$ cat src/rtl/mbox_pkg.sv
package mbox_pkg;
  localparam int NUM_CH    = 2;
  localparam int NUM_PORTS = 2;
  localparam int CH_W      = (NUM_CH > 1) ? $clog2(NUM_CH) : 1;

  typedef enum logic [1:0] {
    KIND_NONE = 2'd0,
    KIND_STAT = 2'd1,
    KIND_SET  = 2'd2,
    KIND_CLR  = 2'd3
  } reg_kind_e;
endpackage

$ cat src/rtl/mbox_port_decode.sv
module mbox_port_decode
  import mbox_pkg::*;
#(
  parameter int              ADDR_W   = 12,
  parameter int              DATA_W   = 32,
  parameter logic [11:0]     BASE0    = 12'h200,
  parameter logic [11:0]     BASE1    = 12'h300,
  parameter logic [11:0]     OFF_STAT = 12'h000,
  parameter logic [11:0]     OFF_SET  = 12'h008,
  parameter logic [11:0]     OFF_CLR  = 12'h010
) (
  input  logic                            req_i,
  input  logic                            we_i,
  input  logic [ADDR_W-1:0]               addr_i,
  input  logic [DATA_W-1:0]               wdata_i,
  input  logic                            secure_i,
  output logic [NUM_CH-1:0][DATA_W-1:0]   set_mask_o,
  output logic [NUM_CH-1:0][DATA_W-1:0]   clr_mask_o,
  output logic [NUM_CH-1:0]               ns_hit_o,
  output logic                            rd_en_o,
  output logic [CH_W-1:0]                 rd_ch_o
);
  localparam logic [DATA_W-1:0] SLOT_MASK = {1'b0, {(DATA_W-1){1'b1}}};

  logic [NUM_CH-1:0] rd_hit;

  for (genvar ch = 0; ch < NUM_CH; ch++) begin : g_ch
    localparam logic [ADDR_W-1:0] BASE   = (ch == 0) ? ADDR_W'(BASE0) : ADDR_W'(BASE1);
    localparam logic [ADDR_W-1:0] A_STAT = BASE + ADDR_W'(OFF_STAT);
    localparam logic [ADDR_W-1:0] A_SET  = BASE + ADDR_W'(OFF_SET);
    localparam logic [ADDR_W-1:0] A_CLR  = BASE + ADDR_W'(OFF_CLR);

    reg_kind_e kind;

    always_comb begin
      if (addr_i == A_STAT)      kind = KIND_STAT;
      else if (addr_i == A_SET)  kind = KIND_SET;
      else if (addr_i == A_CLR)  kind = KIND_CLR;
      else                       kind = KIND_NONE;
    end

    always_comb begin
      set_mask_o[ch] = '0;
      clr_mask_o[ch] = '0;
      ns_hit_o[ch]   = 1'b0;
      rd_hit[ch]     = 1'b0;
      if (req_i && kind != KIND_NONE) begin
        if (!secure_i) begin
          ns_hit_o[ch] = 1'b1;
        end else if (we_i) begin
          if (kind == KIND_SET) set_mask_o[ch] = wdata_i & SLOT_MASK;
          if (kind == KIND_CLR) clr_mask_o[ch] = wdata_i;
        end else begin
          rd_hit[ch] = (kind == KIND_STAT);
        end
      end
    end
  end

  always_comb begin
    rd_en_o = |rd_hit;
    rd_ch_o = '0;
    for (int ch = 0; ch < NUM_CH; ch++)
      if (rd_hit[ch]) rd_ch_o = CH_W'(ch);
  end
endmodule

$ cat src/rtl/mbox_channel.sv
module mbox_channel
  import mbox_pkg::*;
#(
  parameter int DATA_W = 32
) (
  input  logic                               clk,
  input  logic                               rst,
  input  logic [NUM_PORTS-1:0][DATA_W-1:0]   set_i,
  input  logic [NUM_PORTS-1:0][DATA_W-1:0]   clr_i,
  input  logic [NUM_PORTS-1:0]               ns_i,
  output logic [DATA_W-1:0]                  stat_o,
  output logic                               irq_o
);
  localparam int MSB = DATA_W - 1;
  localparam logic [DATA_W-1:0] SLOT_MASK = {1'b0, {(DATA_W-1){1'b1}}};

  logic [DATA_W-1:0] set_all, clr_all, stat_q, stat_d;
  logic              ns_any;

  always_comb begin
    set_all = '0;
    clr_all = '0;
    ns_any  = 1'b0;
    for (int p = 0; p < NUM_PORTS; p++) begin
      set_all = set_all | (set_i[p] & SLOT_MASK);
      clr_all = clr_all | clr_i[p];
      ns_any  = ns_any | ns_i[p];
    end
    stat_d = (stat_q & ~clr_all) | set_all;
    if (ns_any) stat_d[MSB] = 1'b1;
  end

  always_ff @(posedge clk) begin
    if (rst) begin
      stat_q <= '0;
      irq_o  <= 1'b0;
    end else begin
      stat_q <= stat_d;
      irq_o  <= |stat_d[MSB-1:0];
    end
  end

  assign stat_o = stat_q;


  ns_flag_chk: assert property (@(posedge clk) disable iff (rst)
    ns_any |=> stat_q[MSB]);

  flag_hold_chk: assert property (@(posedge clk) disable iff (rst)
    (stat_q[MSB] && !clr_all[MSB]) |=> stat_q[MSB]);

  flag_src_chk: assert property (@(posedge clk) disable iff (rst)
    (!stat_q[MSB] && !ns_any) |=> !stat_q[MSB]);

  set_wins_chk: assert property (@(posedge clk) disable iff (rst)
    (|set_all) |=> ((stat_q & $past(set_all)) == $past(set_all)));

  clr_done_chk: assert property (@(posedge clk) disable iff (rst)
    (|(clr_all & ~set_all & SLOT_MASK)) |=>
      ((stat_q & $past(clr_all & ~set_all & SLOT_MASK)) == '0));

  irq_match_chk: assert property (@(posedge clk) disable iff (rst)
    irq_o == (|stat_q[MSB-1:0]));
endmodule

$ cat src/rtl/mbox_read_port.sv
module mbox_read_port
  import mbox_pkg::*;
#(
  parameter int DATA_W = 32
) (
  input  logic                            clk,
  input  logic                            rst,
  input  logic                            rd_en_i,
  input  logic [CH_W-1:0]                 rd_ch_i,
  input  logic [NUM_CH-1:0][DATA_W-1:0]   stat_i,
  output logic [DATA_W-1:0]               rdata_o
);
  always_ff @(posedge clk) begin
    if (rst)          rdata_o <= '0;
    else if (rd_en_i) rdata_o <= stat_i[rd_ch_i];
    else              rdata_o <= '0;
  end
endmodule

$ cat src/rtl/mbox_doorbell_top.sv
module mbox_doorbell_top
  import mbox_pkg::*;
#(
  parameter int          ADDR_W   = 12,
  parameter int          DATA_W   = 32,
  parameter logic [11:0] APP_BASE = 12'h200,
  parameter logic [11:0] CTL_BASE = 12'h300
) (
  input  logic              clk,
  input  logic              rst,
  input  logic              a_req,
  input  logic              a_we,
  input  logic [ADDR_W-1:0] a_addr,
  input  logic [DATA_W-1:0] a_wdata,
  input  logic              a_secure,
  output logic [DATA_W-1:0] a_rdata,
  input  logic              c_req,
  input  logic              c_we,
  input  logic [ADDR_W-1:0] c_addr,
  input  logic [DATA_W-1:0] c_wdata,
  input  logic              c_secure,
  output logic [DATA_W-1:0] c_rdata,
  output logic              irq_app,
  output logic              irq_ctl
);
  logic [NUM_PORTS-1:0]                           p_req, p_we, p_sec, p_rd_en;
  logic [NUM_PORTS-1:0][ADDR_W-1:0]               p_addr;
  logic [NUM_PORTS-1:0][DATA_W-1:0]               p_wdata, p_rdata;
  logic [NUM_PORTS-1:0][CH_W-1:0]                 p_rd_ch;
  logic [NUM_PORTS-1:0][NUM_CH-1:0][DATA_W-1:0]   p_set, p_clr;
  logic [NUM_PORTS-1:0][NUM_CH-1:0]               p_ns;
  logic [NUM_CH-1:0][NUM_PORTS-1:0][DATA_W-1:0]   c_set, c_clr;
  logic [NUM_CH-1:0][NUM_PORTS-1:0]               c_ns;
  logic [NUM_CH-1:0][DATA_W-1:0]                  ch_stat;
  logic [NUM_CH-1:0]                              ch_irq;

  assign p_req   = {c_req, a_req};
  assign p_we    = {c_we, a_we};
  assign p_sec   = {c_secure, a_secure};
  assign p_addr  = {c_addr, a_addr};
  assign p_wdata = {c_wdata, a_wdata};

  for (genvar p = 0; p < NUM_PORTS; p++) begin : g_port
    mbox_port_decode #(
      .ADDR_W(ADDR_W), .DATA_W(DATA_W),
      .BASE0(APP_BASE), .BASE1(CTL_BASE)
    ) u_dec (
      .req_i(p_req[p]), .we_i(p_we[p]), .addr_i(p_addr[p]),
      .wdata_i(p_wdata[p]), .secure_i(p_sec[p]),
      .set_mask_o(p_set[p]), .clr_mask_o(p_clr[p]), .ns_hit_o(p_ns[p]),
      .rd_en_o(p_rd_en[p]), .rd_ch_o(p_rd_ch[p])
    );

    mbox_read_port #(.DATA_W(DATA_W)) u_rd (
      .clk(clk), .rst(rst), .rd_en_i(p_rd_en[p]), .rd_ch_i(p_rd_ch[p]),
      .stat_i(ch_stat), .rdata_o(p_rdata[p])
    );


    ns_read_zero_chk: assert property (@(posedge clk) disable iff (rst)
      (p_req[p] && !p_we[p] && !p_sec[p]) |=> (p_rdata[p] == '0));
  end

  for (genvar ch = 0; ch < NUM_CH; ch++) begin : g_chan
    for (genvar p = 0; p < NUM_PORTS; p++) begin : g_xp
      assign c_set[ch][p] = p_set[p][ch];
      assign c_clr[ch][p] = p_clr[p][ch];
      assign c_ns[ch][p]  = p_ns[p][ch];
    end

    mbox_channel #(.DATA_W(DATA_W)) u_chan (
      .clk(clk), .rst(rst), .set_i(c_set[ch]), .clr_i(c_clr[ch]),
      .ns_i(c_ns[ch]), .stat_o(ch_stat[ch]), .irq_o(ch_irq[ch])
    );
  end

  assign a_rdata = p_rdata[0];
  assign c_rdata = p_rdata[1];
  assign irq_app = ch_irq[0];
  assign irq_ctl = ch_irq[1];
endmodule

$ cat config.mk
export PLATFORM = sky130hd
export DESIGN_NAME = mbox_doorbell_top
export DESIGN_NICKNAME = d
export VERILOG_FILES = /design/src/rtl/mbox_pkg.sv /design/src/rtl/mbox_port_decode.sv /design/src/rtl/mbox_channel.sv /design/src/rtl/mbox_read_port.sv /design/src/rtl/mbox_doorbell_top.sv
export SDC_FILE = /design/constraint.sdc
export NUM_CORES = 1
export LEC_CHECK = 0
export CAP_MARGIN = 20
export CORE_AREA = 2 2 173 175
export CTS_CLUSTER_SIZE = 16
export DETAILED_ROUTE_END_ITERATION = 8
export DIE_AREA = 0 0 175 177
export GPL_ROUTABILITY_DRIVEN = 1
export PLACE_DENSITY = 0.57
export SETUP_SLACK_MARGIN = 0.05
export SYNTH_ARGS = -nofsm -noshare
export SYNTH_HDL_FRONTEND = slang
export SYNTH_HIERARCHICAL = 1
export SYNTH_SLANG_ARGS = --single-unit
$ cat constraint.sdc
create_clock -name clk -period 4.6 [get_ports clk]
set_input_delay 1.38 -clock clk [delete_from_list [all_inputs] [get_ports clk]]
set_output_delay 1.38 -clock clk [all_outputs]
set_load 0.05 [all_outputs]
==> impl_results.rst, run 1 <==
.. list-table::
   :header-rows: 1

   * - Metric
     - Value
   * - H-tree levels
     - 4
   * - WS Path Type
     - input pin to flip-flop
   * - Congestion Overflow GR
     - 0
   * - Power density cells
     - approximately 220 nW/um^2
   * - Die outline area
     - 31000 um^2
   * - Clock root buffer
     - clkbuf_16
   * - Core footprint
     - approximately 29000 um^2
   * - CTS tree
     - done
   * - Slew of the pin with the lowest slew margin
     - just under 0.8 ns
   * - Endpoint required time on the critical path
     - ~5 ns
   * - Maximum net fanout on the critical path
     - slightly below 50
   * - Part of the total power dissipated in the clock network
     - between 40% and 50%
   * - Skew-Pair Late Insertion Delay
     - ~0.43 ns
   * - Data arrival time of the critical path
     - around 4.5 ns
   * - All-layer global routing usage
     - 21.3%
   * - Setup TNS Final
     - 0 ns
   * - Largest buffer count on any clock path
     - 2
   * - Sw Pwr
     - about 0.76 mW
   * - Total count of max-transition violations in the final report
     - 0
   * - Setup clock skew after layout
     - approximately 0.0073 ns
   * - Routed via count divided by cell count
     - around 6
   * - Post-placement cell area
     - 11900 um^2
   * - Pin count of the biggest net entering global routing
     - 65
   * - Weighted congestion reported at the end of routability-driven placement
     - about 0.81
   * - Worst reg2reg startpoint
     - g_chan[0].u_chan/stat_o[22]$_SDFF_PP0_
   * - Crit end category
     - flip-flop
   * - Leakage power
     - approximately 3.1 nW
   * - Status
     - complete, no violations
   * - Worst hold slack
     - approximately 0.53 ns
   * - Reg clk slew, reported paths
     - about 0.060 ns
   * - Final critical-path required period
     - 4.19 ns
   * - Netlist area before placement
     - approximately 10000 um^2
   * - Setup crit start kind
     - input pin
   * - Worst Reg2Reg Path Length in Cells
     - 4
   * - Post-synthesis net count
     - around 1100
   * - Share of the clock period used by the worst path after layout
     - between 90% and 100%
   * - Drt first pass iters
     - 5
   * - Growth of design area from synthesis to finish
     - 24.1%
   * - Register share of total power
     - approximately 40%
   * - Number of post-CTS setup repair buffers
     - 0
   * - Max-capacitance violation count
     - 0
   * - Diode insertion count for antenna repair
     - 0
   * - Number of I/O port buffers
     - approximately 160
   * - Starting density of the core
     - between 30 and 40%
   * - Final HPWL DP
     - 21600 um
   * - Vert. Die Dim
     - 177 um
   * - First-pass GRT wire length
     - just over 50000 um
   * - Number of instances resized during post-cts repair
     - 0
   * - Hold Buf Count CTS
     - 0
   * - Number of nets in the layout
     - between 1000 and 1500
   * - Hold Violations, Final
     - 0
   * - Setup crit start
     - a_addr[1]
   * - Average routed wire per standard cell
     - around 22 um
   * - Number of buffers inserted during clock tree synthesis
     - 17
   * - Cell count after synthesis
     - ~1000
   * - CTS sink count
     - 130
   * - Via total after detailed routing
     - roughly 9000
   * - Routed wire length
     - between 30000 and 40000 um
   * - Slew headroom
     - a little under half
   * - Depth of the worst hold-timing path
     - 2
   * - Fraction of final layout cells sized beyond drive strength 1
     - between 30 and 40%
   * - Final core area utilization
     - between 40% and 50%
   * - Final routed DRC violation total
     - 0
   * - Proportion of total power due to net switching
     - between 20% and 30%
   * - Internal cell power
     - a little over 2 mW
   * - Dpl ws
     - -0.0680 ns
   * - DRT iter0 DRCs
     - just over 700
   * - Classification of the worst-slack hold path
     - flip-flop to flip-flop
   * - Setup-violating endpoint count in the final report
     - 0
   * - Syn avg cell area
     - roughly 10 um^2
   * - F_max
     - approximately 240 MHz
   * - Source of the worst hold timing path
     - g_chan[0].u_chan/stat_o[31]$_SDFF_PP0_
   * - Die Wd
     - ~180 um
   * - Initial antenna violation count
     - 0
   * - Synth warn
     - 6
   * - Peak VDD IR
     - 243 uV
   * - Portion of total power attributed to combinational logic
     - between 10 and 15%
   * - Count of standard-cell rows
     - 63
   * - Number of primary I/O pins
     - between 150 and 200
   * - Antenna violation net count after detailed routing
     - 0
   * - Final cell area excluding filler cells
     - 12500 um^2
   * - Unrepaired setup endpoints after global routing
     - no
   * - Number of global-route vias before repair
     - between 8000 and 9000
   * - Worst Slack Setup Final
     - around 0.41 ns
final timing paths:
kind,to,slack [ns]
worst min-delay path,g_port[1].u_rd/rdata_o[31]$_SDFF_PP0_,0.53
worst max register to register,g_chan[0].u_chan/irq_o$_SDFF_PP0_,2.93
worst min register to register,g_port[1].u_rd/rdata_o[31]$_SDFF_PP0_,0.53
worst max-delay path,g_chan[0].u_chan/irq_o$_SDFF_PP0_,0.41
critical path, stage by stage:
cell and delay, ns:
clkdlybuf4s50_1 0.39, or4_4 0.68, buf_12 0.25, buf_4 0.22, nor4_2 0.25, nor2_1 0.06, a211oi_1 0.35, nand4_1 0.19
nor4_1 0.53, a21oi_1 0.12
per-stage QoR:
stage / std cells / power [mW]
5_1_grt: 1508 / 2.87
6_report: 1508 / 2.78
4_1_cts: 1508 / 2.80
3_5_place_dp: 1476 / 1.49
2_1_floorplan: 1028 / 1.33
3_3_place_gp: 1476 / 1.49
placed cells by master (no fill, tap or decap), types with 5 or more instances in the layout:
cell type	count
or4b_2	30
mux2i_1	64
clkinvlp_4	5
nand4_1	14
clkdlybuf4s50_1	154
a211oi_2	44
buf_2	7
buf_4	25
dfxtp_1	130
or4bb_1	64
a211oi_1	20
nor4_2	202
clkbuf_16	17
nor2_1	192
buf_12	20
or4b_1	36
nor4_1	62
layout make-up:
type                       instances  area (um^2)
fill                            2812        16800
multi-input combinational        750         6650
tap                              390          488
sequential                       130         2600
clock inverter                    13          114
timing repair buffer             206         2160
clock buffer                      19          443
sequential cells by signal, indices dropped and copies added (netlist names):
name,cells
g_chan.u_chan/irq_o,2
g_chan.u_chan/stat_o,64
g_port.u_rd/rdata_o,64
routing by layer:
| layer | track usage (%) | part of all wire (%) | vias up |
|---|---|---|---|
| met5 | 0 | 0 | - |
| met4 | 6.98 | 2.2 | 0 |
| met3 | 3.57 | 6.3 | 42 |
| met2 | 33.8 | 46 | 339 |
| met1 | 29.2 | 46 | 4457 |
| li1 | - | - | 4181 |
power groups by stage:
stage / sequential (mW) / clock, mW / combinational (mW)
after floorplan: 1.15 / 0 / 0.180
after global placement: 1.15 / 0 / 0.339
after detailed placement: 1.15 / 0 / 0.339
after CTS: 1.13 / 1.34 / 0.341
after global routing: 1.13 / 1.39 / 0.361
final: 1.13 / 1.31 / 0.345
(Power assumes the default switching activity.)
==> run 2, diff against run 1 <==
--- a/config.mk
+++ b/config.mk
@@ -11,6 +11,7 @@
 export DETAILED_ROUTE_END_ITERATION = 8
 export DIE_AREA = 0 0 175 177
 export GPL_ROUTABILITY_DRIVEN = 1
+export GPL_TIMING_DRIVEN = 0
 export PLACE_DENSITY = 0.57
 export SETUP_SLACK_MARGIN = 0.05
 export SYNTH_ARGS = -nofsm -noshare
==> run 2 against run 1 <==
Largest cell class unchanged. Highest routed layer unchanged. First-iteration DRC count rose by 8.1%. Combinational power up 7.2%. Wire length up 21%. Critical path depth fell by 1. Critical endpoint is now g_chan[1].u_chan/irq_o$_SDFF_PP0_. Clock power is essentially flat. Largest power group unchanged. Final cell count grew 6.4%. Sequential power hardly changed.
==> impl_results.rst, run 2 (synthesized netlist as in run 1, its figures left out) <==
.. list-table::
   :header-rows: 1

   * - Metric
     - Value
   * - Setup TNS Final
     - 0 ns (unchanged)
   * - Number of buffers inserted during clock tree synthesis
     - 17 (unchanged)
   * - Setup crit start kind
     - input pin (unchanged)
   * - Number of nets in the layout
     - 1298 (was 1201)
   * - Endpoint required time on the critical path
     - 4.88 ns (was 4.89 ns)
   * - Hold Buf Count CTS
     - 0 (unchanged)
   * - Slew headroom
     - 33.3% (was 47.9%)
   * - WS Path Type
     - input pin to flip-flop (unchanged)
   * - Most common cell after layout, fill and taps aside
     - nor4_2 (unchanged)
   * - Area occupied by registers
     - 2600 um^2 (unchanged)
   * - DRT iter0 DRCs
     - 785 (was 726)
   * - First-pass GRT wire length
     - 60100 um (was 51800 um)
   * - Vert. Die Dim
     - 177 um (unchanged)
   * - Setup crit start
     - a_addr[10] (was a_addr[1])
   * - Congestion Overflow GR
     - 0 (unchanged)
   * - Final HPWL DP
     - 29100 um (was 21600 um)
   * - Starting density of the core
     - 34.3% (unchanged)
   * - H-tree levels
     - 4 (unchanged)
   * - Status
     - complete, no violations (unchanged)
   * - Data arrival time of the critical path
     - 4.80 ns (was 4.48 ns)
   * - Total power
     - 2.80 mW (was 2.78 mW)
   * - Source of the worst hold timing path
     - g_chan[1].u_chan/stat_o[13]$_SDFF_PP0_ (was g_chan[0].u_chan/stat_o[31]$_SDFF_PP0_)
   * - Most frequent cells in the layout
     - nor4_2, nor2_1, clkdlybuf4s50_1, dfxtp_1, clkbuf_1 (was nor4_2, nor2_1, clkdlybuf4s50_1, dfxtp_1)
   * - Drt first pass iters
     - 5 (unchanged)
   * - Total count of max-transition violations in the final report
     - 0 (unchanged)
   * - Initial antenna violation count
     - 0 (unchanged)
   * - Worst Reg2Reg Path Length in Cells
     - 4 (unchanged)
   * - Power density cells
     - 221 nW/um^2 (was 223 nW/um^2)
   * - Setup clock skew after layout
     - 0.0144 ns (was 0.00731 ns)
   * - Pin count of the biggest net entering global routing
     - 17 (was 65)
   * - Routed via count divided by cell count
     - 6.07 (was 5.98)
   * - Count of standard-cell rows
     - 63 (unchanged)
   * - Leakage power
     - 3.13 nW (about the same)
   * - All-layer global routing usage
     - 25.7% (was 21.3%)
   * - Final non-filler cell total
     - 1605 (was 1508)
   * - Routed wire length
     - 39900 um (was 33100 um)
   * - Crit end category
     - flip-flop (unchanged)
   * - Diode insertion count for antenna repair
     - 0 (unchanged)
   * - Area of the multi-input gates
     - 6610 um^2 (was 6650 um^2)
   * - Fraction of final layout cells sized beyond drive strength 1
     - 29.1% (was 32.6%)
   * - Busiest grt layer
     - met2 (unchanged)
   * - Number of global-route vias before repair
     - 9695 (was 8778)
   * - Core footprint
     - 29200 um^2 (unchanged)
   * - Growth of design area from synthesis to finish
     - 25.9% (was 24.1%)
   * - GR Util met1
     - 34.8% (was 29.2%)
   * - Filler Cell Count
     - 2882 (was 2812)
   * - Number of I/O port buffers
     - 155 (was 161)
   * - Depth of the worst hold-timing path
     - 2 (unchanged)
   * - Die outline area
     - 31000 um^2 (unchanged)
   * - Slew of the pin with the lowest slew margin
     - 1.00 ns (was 0.782 ns)
   * - Die Wd
     - 175 um (unchanged)
   * - Reg clk slew, reported paths
     - 0.06 ns (about the same)
   * - Peak VDD IR
     - 226 uV (was 243 uV)
   * - Largest buffer count on any clock path
     - 2 (unchanged)
   * - CTS tree
     - done (unchanged)
   * - Maximum net fanout on the critical path
     - 10 (was 49)
   * - Average routed wire per standard cell
     - 24.9 um (was 22.0 um)
   * - Total instance count after detailed placement
     - 1573 (was 1476)
   * - Routing usage on met2
     - 41.2% (was 33.8%)
   * - Skew-Pair Late Insertion Delay
     - 0.44 ns (was 0.43 ns)
   * - Hold Violations, Final
     - 0 (unchanged)
   * - Unrepaired setup endpoints after global routing
     - no (unchanged)
   * - Share of the clock period used by the worst path after layout
     - 98.2% (was 91.1%)
   * - Max-capacitance violation count
     - 0 (unchanged)
   * - Weighted congestion reported at the end of routability-driven placement
     - 0.923 (was 0.805)
   * - Antenna violation net count after detailed routing
     - 0 (unchanged)
   * - F_max
     - 221 MHz (was 239 MHz)
   * - Setup-violating endpoint count in the final report
     - 0 (unchanged)
   * - Final routed DRC violation total
     - 0 (unchanged)
   * - GR met3 Demand/Resource
     - 4.21% (was 3.57%)
   * - Final critical-path required period
     - 4.52 ns (was 4.19 ns)
   * - Clock root buffer
     - clkbuf_16 (unchanged)
   * - Worst reg2reg startpoint
     - g_chan[1].u_chan/stat_o[8]$_SDFF_PP0_ (was g_chan[0].u_chan/stat_o[22]$_SDFF_PP0_)
   * - Number of primary I/O pins
     - 162 (unchanged)
   * - Classification of the worst-slack hold path
     - flip-flop to flip-flop (unchanged)
   * - CTS sink count
     - 130 (unchanged)
   * - Via total after detailed routing
     - 9742 (was 9019)
-- run 2: layout make-up --
class | count | area share [%]
multi-input cells | 750 | 52.3
flip-flops and latches | 130 | 20.6
repair buffers | 155 | 12.3
plain buffers | 148 | 6.72
well taps | 390 | 3.86
clock buffers | 18 | 3.47
clock inverters | 14 | 0.841
-- run 2: worst paths after layout --
| check | end | slack, ns |
|---|---|---|
| hold / removal | g_port[0].u_rd/rdata_o[13]$_SDFF_PP0_ | 0.53 |
| hold reg to reg | g_port[0].u_rd/rdata_o[13]$_SDFF_PP0_ | 0.53 |
| setup reg to reg | g_chan[1].u_chan/irq_o$_SDFF_PP0_ | 2.75 |
| setup / recovery | g_chan[1].u_chan/irq_o$_SDFF_PP0_ | 0.08 |
-- run 2: repair_timing --
item | CTS | global route
resized for setup | 1 | 6
setup endpoints to repair | 1 | 2
buffers inserted | 0 | 0
cloned | 0 | 0
-- run 2: report_power, final --
part	internal [mW]	switching [mW]
Sequential	1.13	0.0000510
Combinational	0.135	0.235
Clock	0.708	0.596
-- run 2: through the flow --
stage / setup WS, ns / hold slack, ns / cell area, um^2 / util (%)
floorplan: 1.17 / 0.483 / 10000 / -
global placement: -0.462 / 0.518 / 12100 / 41.3
global route: 0.0632 / 0.581 / 12600 / 43.2
CTS: 0.134 / 0.536 / 12600 / 43.2
detailed placement: -0.464 / 0.523 / 12100 / 41.3
finish: 0.0836 / 0.532 / 12600 / 43.2
-- run 2: worst max-delay path, stage by stage --
cell and delay (ns):
clkdlybuf4s50_1 0.44, nand4bb_1 0.30, clkbuf_1 0.43, clkbuf_1 0.70
nor4_2 0.13, a211oi_2 0.48, nand4_1 0.27, nor4_2 0.48
a21oi_1 0.17
-- run 2: layer usage --
layer  wire length [um]  share of wire, %
met1              17500                44
met2              18000                45
met3               3120               7.8
met4               1270               3.2
met5                  0                 0
==> run 3, diff against run 2 <==
--- a/config.mk
+++ b/config.mk
@@ -6,10 +6,10 @@
 export NUM_CORES = 1
 export LEC_CHECK = 0
 export CAP_MARGIN = 20
-export CORE_AREA = 2 2 173 175
+export CORE_AREA = 4 4 175 177
 export CTS_CLUSTER_SIZE = 16
 export DETAILED_ROUTE_END_ITERATION = 8
-export DIE_AREA = 0 0 175 177
+export DIE_AREA = 0 0 179 181
 export GPL_ROUTABILITY_DRIVEN = 1
 export GPL_TIMING_DRIVEN = 0
 export PLACE_DENSITY = 0.57
==> run 3 against run 2 <==
Via count fell by 0.70%. Highest routed layer unchanged. Utilization rose by 0.35 points. Power rose by 9.1%. Worst setup slack got worse by 0.036 ns. Clock power rose by 20%.
==> impl_results.rst, run 3 (synthesized netlist as in run 1, its figures left out) <==
.. list-table::
   :header-rows: 1

   * - Metric
     - Value
   * - Largest buffer count on any clock path
     - 2 (unchanged)
   * - Buf/Inv on CP
     - 3 (unchanged)
   * - Number of I/O port buffers
     - 155 (unchanged)
   * - Starting density of the core
     - 34.3% (unchanged)
   * - Power density cells
     - 240 nW/um^2 (was 221 nW/um^2)
   * - Total count of max-transition violations in the final report
     - 0 (unchanged)
   * - Antenna violation net count after detailed routing
     - 0 (unchanged)
   * - Final cell area excluding filler cells
     - 12700 um^2 (was 12600 um^2)
   * - Cells along the critical path
     - clkdlybuf4s50_1, nand4bb_1, clkbuf_1, clkbuf_1, nor4_2, a211oi_2, nand4_1, nor4_2, a21oi_1 (unchanged)
   * - Pin count of the biggest net entering global routing
     - 17 (unchanged)
   * - Post-placement cell area
     - 12100 um^2 (unchanged)
   * - Growth of design area from synthesis to finish
     - 26.9% (was 25.9%)
   * - F_max
     - 220 MHz (was 221 MHz)
   * - Clock root buffer
     - clkbuf_16 (unchanged)
   * - Most frequent cells in the layout
     - nor4_2, nor2_1, clkdlybuf4s50_1, dfxtp_1, clkbuf_1 (unchanged)
   * - Die Wd
     - 179 um (was 175 um)
   * - Filler Cell Count
     - 2861 (was 2882)
   * - Number of primary I/O pins
     - 162 (unchanged)
   * - Final core area utilization
     - 43.6% (was 43.2%)
   * - Crit-path max cell delay
     - 0.74 ns (was 0.70 ns)
   * - Average routed wire per standard cell
     - 24.5 um (was 24.9 um)
   * - Number of instances resized during post-cts repair
     - 1 (unchanged)
   * - CTS tree
     - done (unchanged)
   * - Via total after detailed routing
     - 9674 (was 9742)
   * - Share of the clock period used by the worst path after layout
     - 99.0% (was 98.2%)
   * - Peak VDD IR
     - 243 uV (was 226 uV)
   * - Crit end category
     - flip-flop (unchanged)
   * - Drt first pass iters
     - 5 (unchanged)
   * - Weighted congestion reported at the end of routability-driven placement
     - 0.942 (was 0.923)
   * - Reg clk slew, reported paths
     - 0.06 ns (about the same)
   * - Hold Buf Count CTS
     - 0 (unchanged)
   * - Leakage power
     - 3.18 nW (was 3.13 nW)
   * - Slew of the pin with the lowest slew margin
     - 1.02 ns (was 1.00 ns)
   * - All-layer global routing usage
     - 23.7% (was 25.7%)
   * - Setup crit start kind
     - input pin (unchanged)
   * - Unrepaired setup endpoints after global routing
     - no (unchanged)
   * - Area of the multi-input gates
     - 6600 um^2 (was 6610 um^2)
   * - Number of buffers inserted during clock tree synthesis
     - 17 (unchanged)
   * - Number of global-route vias before repair
     - 9436 (was 9695)
   * - Final HPWL DP
     - 29200 um (was 29100 um)
   * - Max-capacitance violation count
     - 0 (unchanged)
   * - Congestion Overflow GR
     - 0 (unchanged)
   * - Final critical-path required period
     - 4.55 ns (was 4.52 ns)
   * - Fraction of final layout cells sized beyond drive strength 1
     - 28.8% (was 29.1%)
   * - Final routed DRC violation total
     - 0 (unchanged)
   * - Number of nets in the layout
     - 1298 (unchanged)
   * - Setup clock skew after layout
     - 0.0107 ns (was 0.0144 ns)
   * - Routed via count divided by cell count
     - 6.03 (was 6.07)
   * - Area occupied by registers
     - 2600 um^2 (unchanged)
   * - Diode insertion count for antenna repair
     - 0 (unchanged)
   * - Cell type of the slowest stage on the worst timing path
     - clkbuf_1 (unchanged)
   * - Most common cell after layout, fill and taps aside
     - nor4_2 (unchanged)
   * - Core footprint
     - 29200 um^2 (unchanged)
   * - Routed wire length
     - 39300 um (was 39900 um)
   * - First-pass GRT wire length
     - 58600 um (was 60100 um)
   * - Initial antenna violation count
     - 0 (unchanged)
   * - Status
     - complete, no violations (unchanged)
   * - Vert. Die Dim
     - 181 um (was 177 um)
   * - H-tree levels
     - 4 (unchanged)
   * - Slew headroom
     - 32.0% (was 33.3%)
   * - Die outline area
     - 32400 um^2 (was 31000 um^2)
   * - Hold Violations, Final
     - 0 (unchanged)
   * - Maximum net fanout on the critical path
     - 10 (unchanged)
   * - Count of standard-cell rows
     - 63 (unchanged)
   * - Skew-Pair Late Insertion Delay
     - 0.44 ns (about the same)
   * - Setup-violating endpoint count in the final report
     - 0 (unchanged)
   * - DRT iter0 DRCs
     - 921 (was 785)
   * - Classification of the worst-slack hold path
     - flip-flop to flip-flop (unchanged)
   * - Dominant delay contributor by cell family on the critical path
     - buffers and inverters (unchanged)
   * - Number of post-CTS setup repair buffers
     - 0 (unchanged)
   * - Data arrival time of the critical path
     - 4.83 ns (was 4.80 ns)
   * - Endpoint required time on the critical path
     - 4.88 ns (about the same)
   * - CTS sink count
     - 130 (unchanged)
   * - WS Path Type
     - input pin to flip-flop (unchanged)
## run 3: cell count changes in the layout (fill, tap and decap cells not counted), sizes merged
cell | previous run | this run
clkbuf | 116 | 114
clkinvlp | 4 | 2
bufinv | 0 | 5
inv | 4 | 2
buf | 50 | 51
## run 3: layer usage
layer	track usage, %	up-vias	share of wire, %	wire length (um)
li1	-	4379	-	-
met4	8.78	0	3.2	1280
met5	0	-	0	0
met1	33.3	4683	43	17000
met2	36.0	527	45	17700
met3	4.37	85	8.5	3330
## run 3: path summary, 6_finish.rpt
check / from / to / slack (ns) / cells after the start
worst max-delay path: c_addr[10] / g_chan[1].u_chan/irq_o$_SDFF_PP0_ / 0.05 / 9
worst min-delay path: g_chan[1].u_chan/stat_o[4]$_SDFF_PP0_ / g_port[1].u_rd/rdata_o[4]$_SDFF_PP0_ / 0.54 / 2
worst max register to register: g_chan[1].u_chan/stat_o[0]$_SDFF_PP0_ / g_chan[1].u_chan/irq_o$_SDFF_PP0_ / 2.76 / 4
worst min register to register: g_chan[1].u_chan/stat_o[4]$_SDFF_PP0_ / g_port[1].u_rd/rdata_o[4]$_SDFF_PP0_ / 0.54 / 2
## run 3: layout make-up
cell class                      instances  area share [%]
Clock inverter                         15            1.82
Clock buffer                           17            3.34
Sequential cell                       130            20.4
Timing Repair Buffer                  155            12.2
Buffer                                148            6.64
Multi-Input combinational cell        750            51.8
Tap cell                              390            3.83
## run 3: worst register-to-register path: stages (launching register included)
cell and delay (ns):
dfxtp_1 0.36, a211oi_2 0.36, nand4_1 0.29, nor4_2 0.50
a21oi_1 0.16
## run 3: report_power, final
part,total (mW),switching [mW],internal [mW]
Clock,1.56,0.594,0.969
Combinational,0.366,0.231,0.135
Sequential,1.13,0.0000499,1.13
Total,3.05,0.825,2.23
## run 3: stage by stage
stage                     TNS [ns]  instances  hold WS, ns  setup WS [ns]  power [mW]
final                            0       1605        0.538         0.0479        3.05
after global routing             0       1605        0.565         0.0516        3.13
after CTS                        0       1605        0.542          0.146        3.06
after detailed placement    -0.645       1573        0.528         -0.457        1.51
after global placement      -0.672       1573        0.517         -0.474        1.51
after floorplan                  0       1028        0.483           1.17        1.33
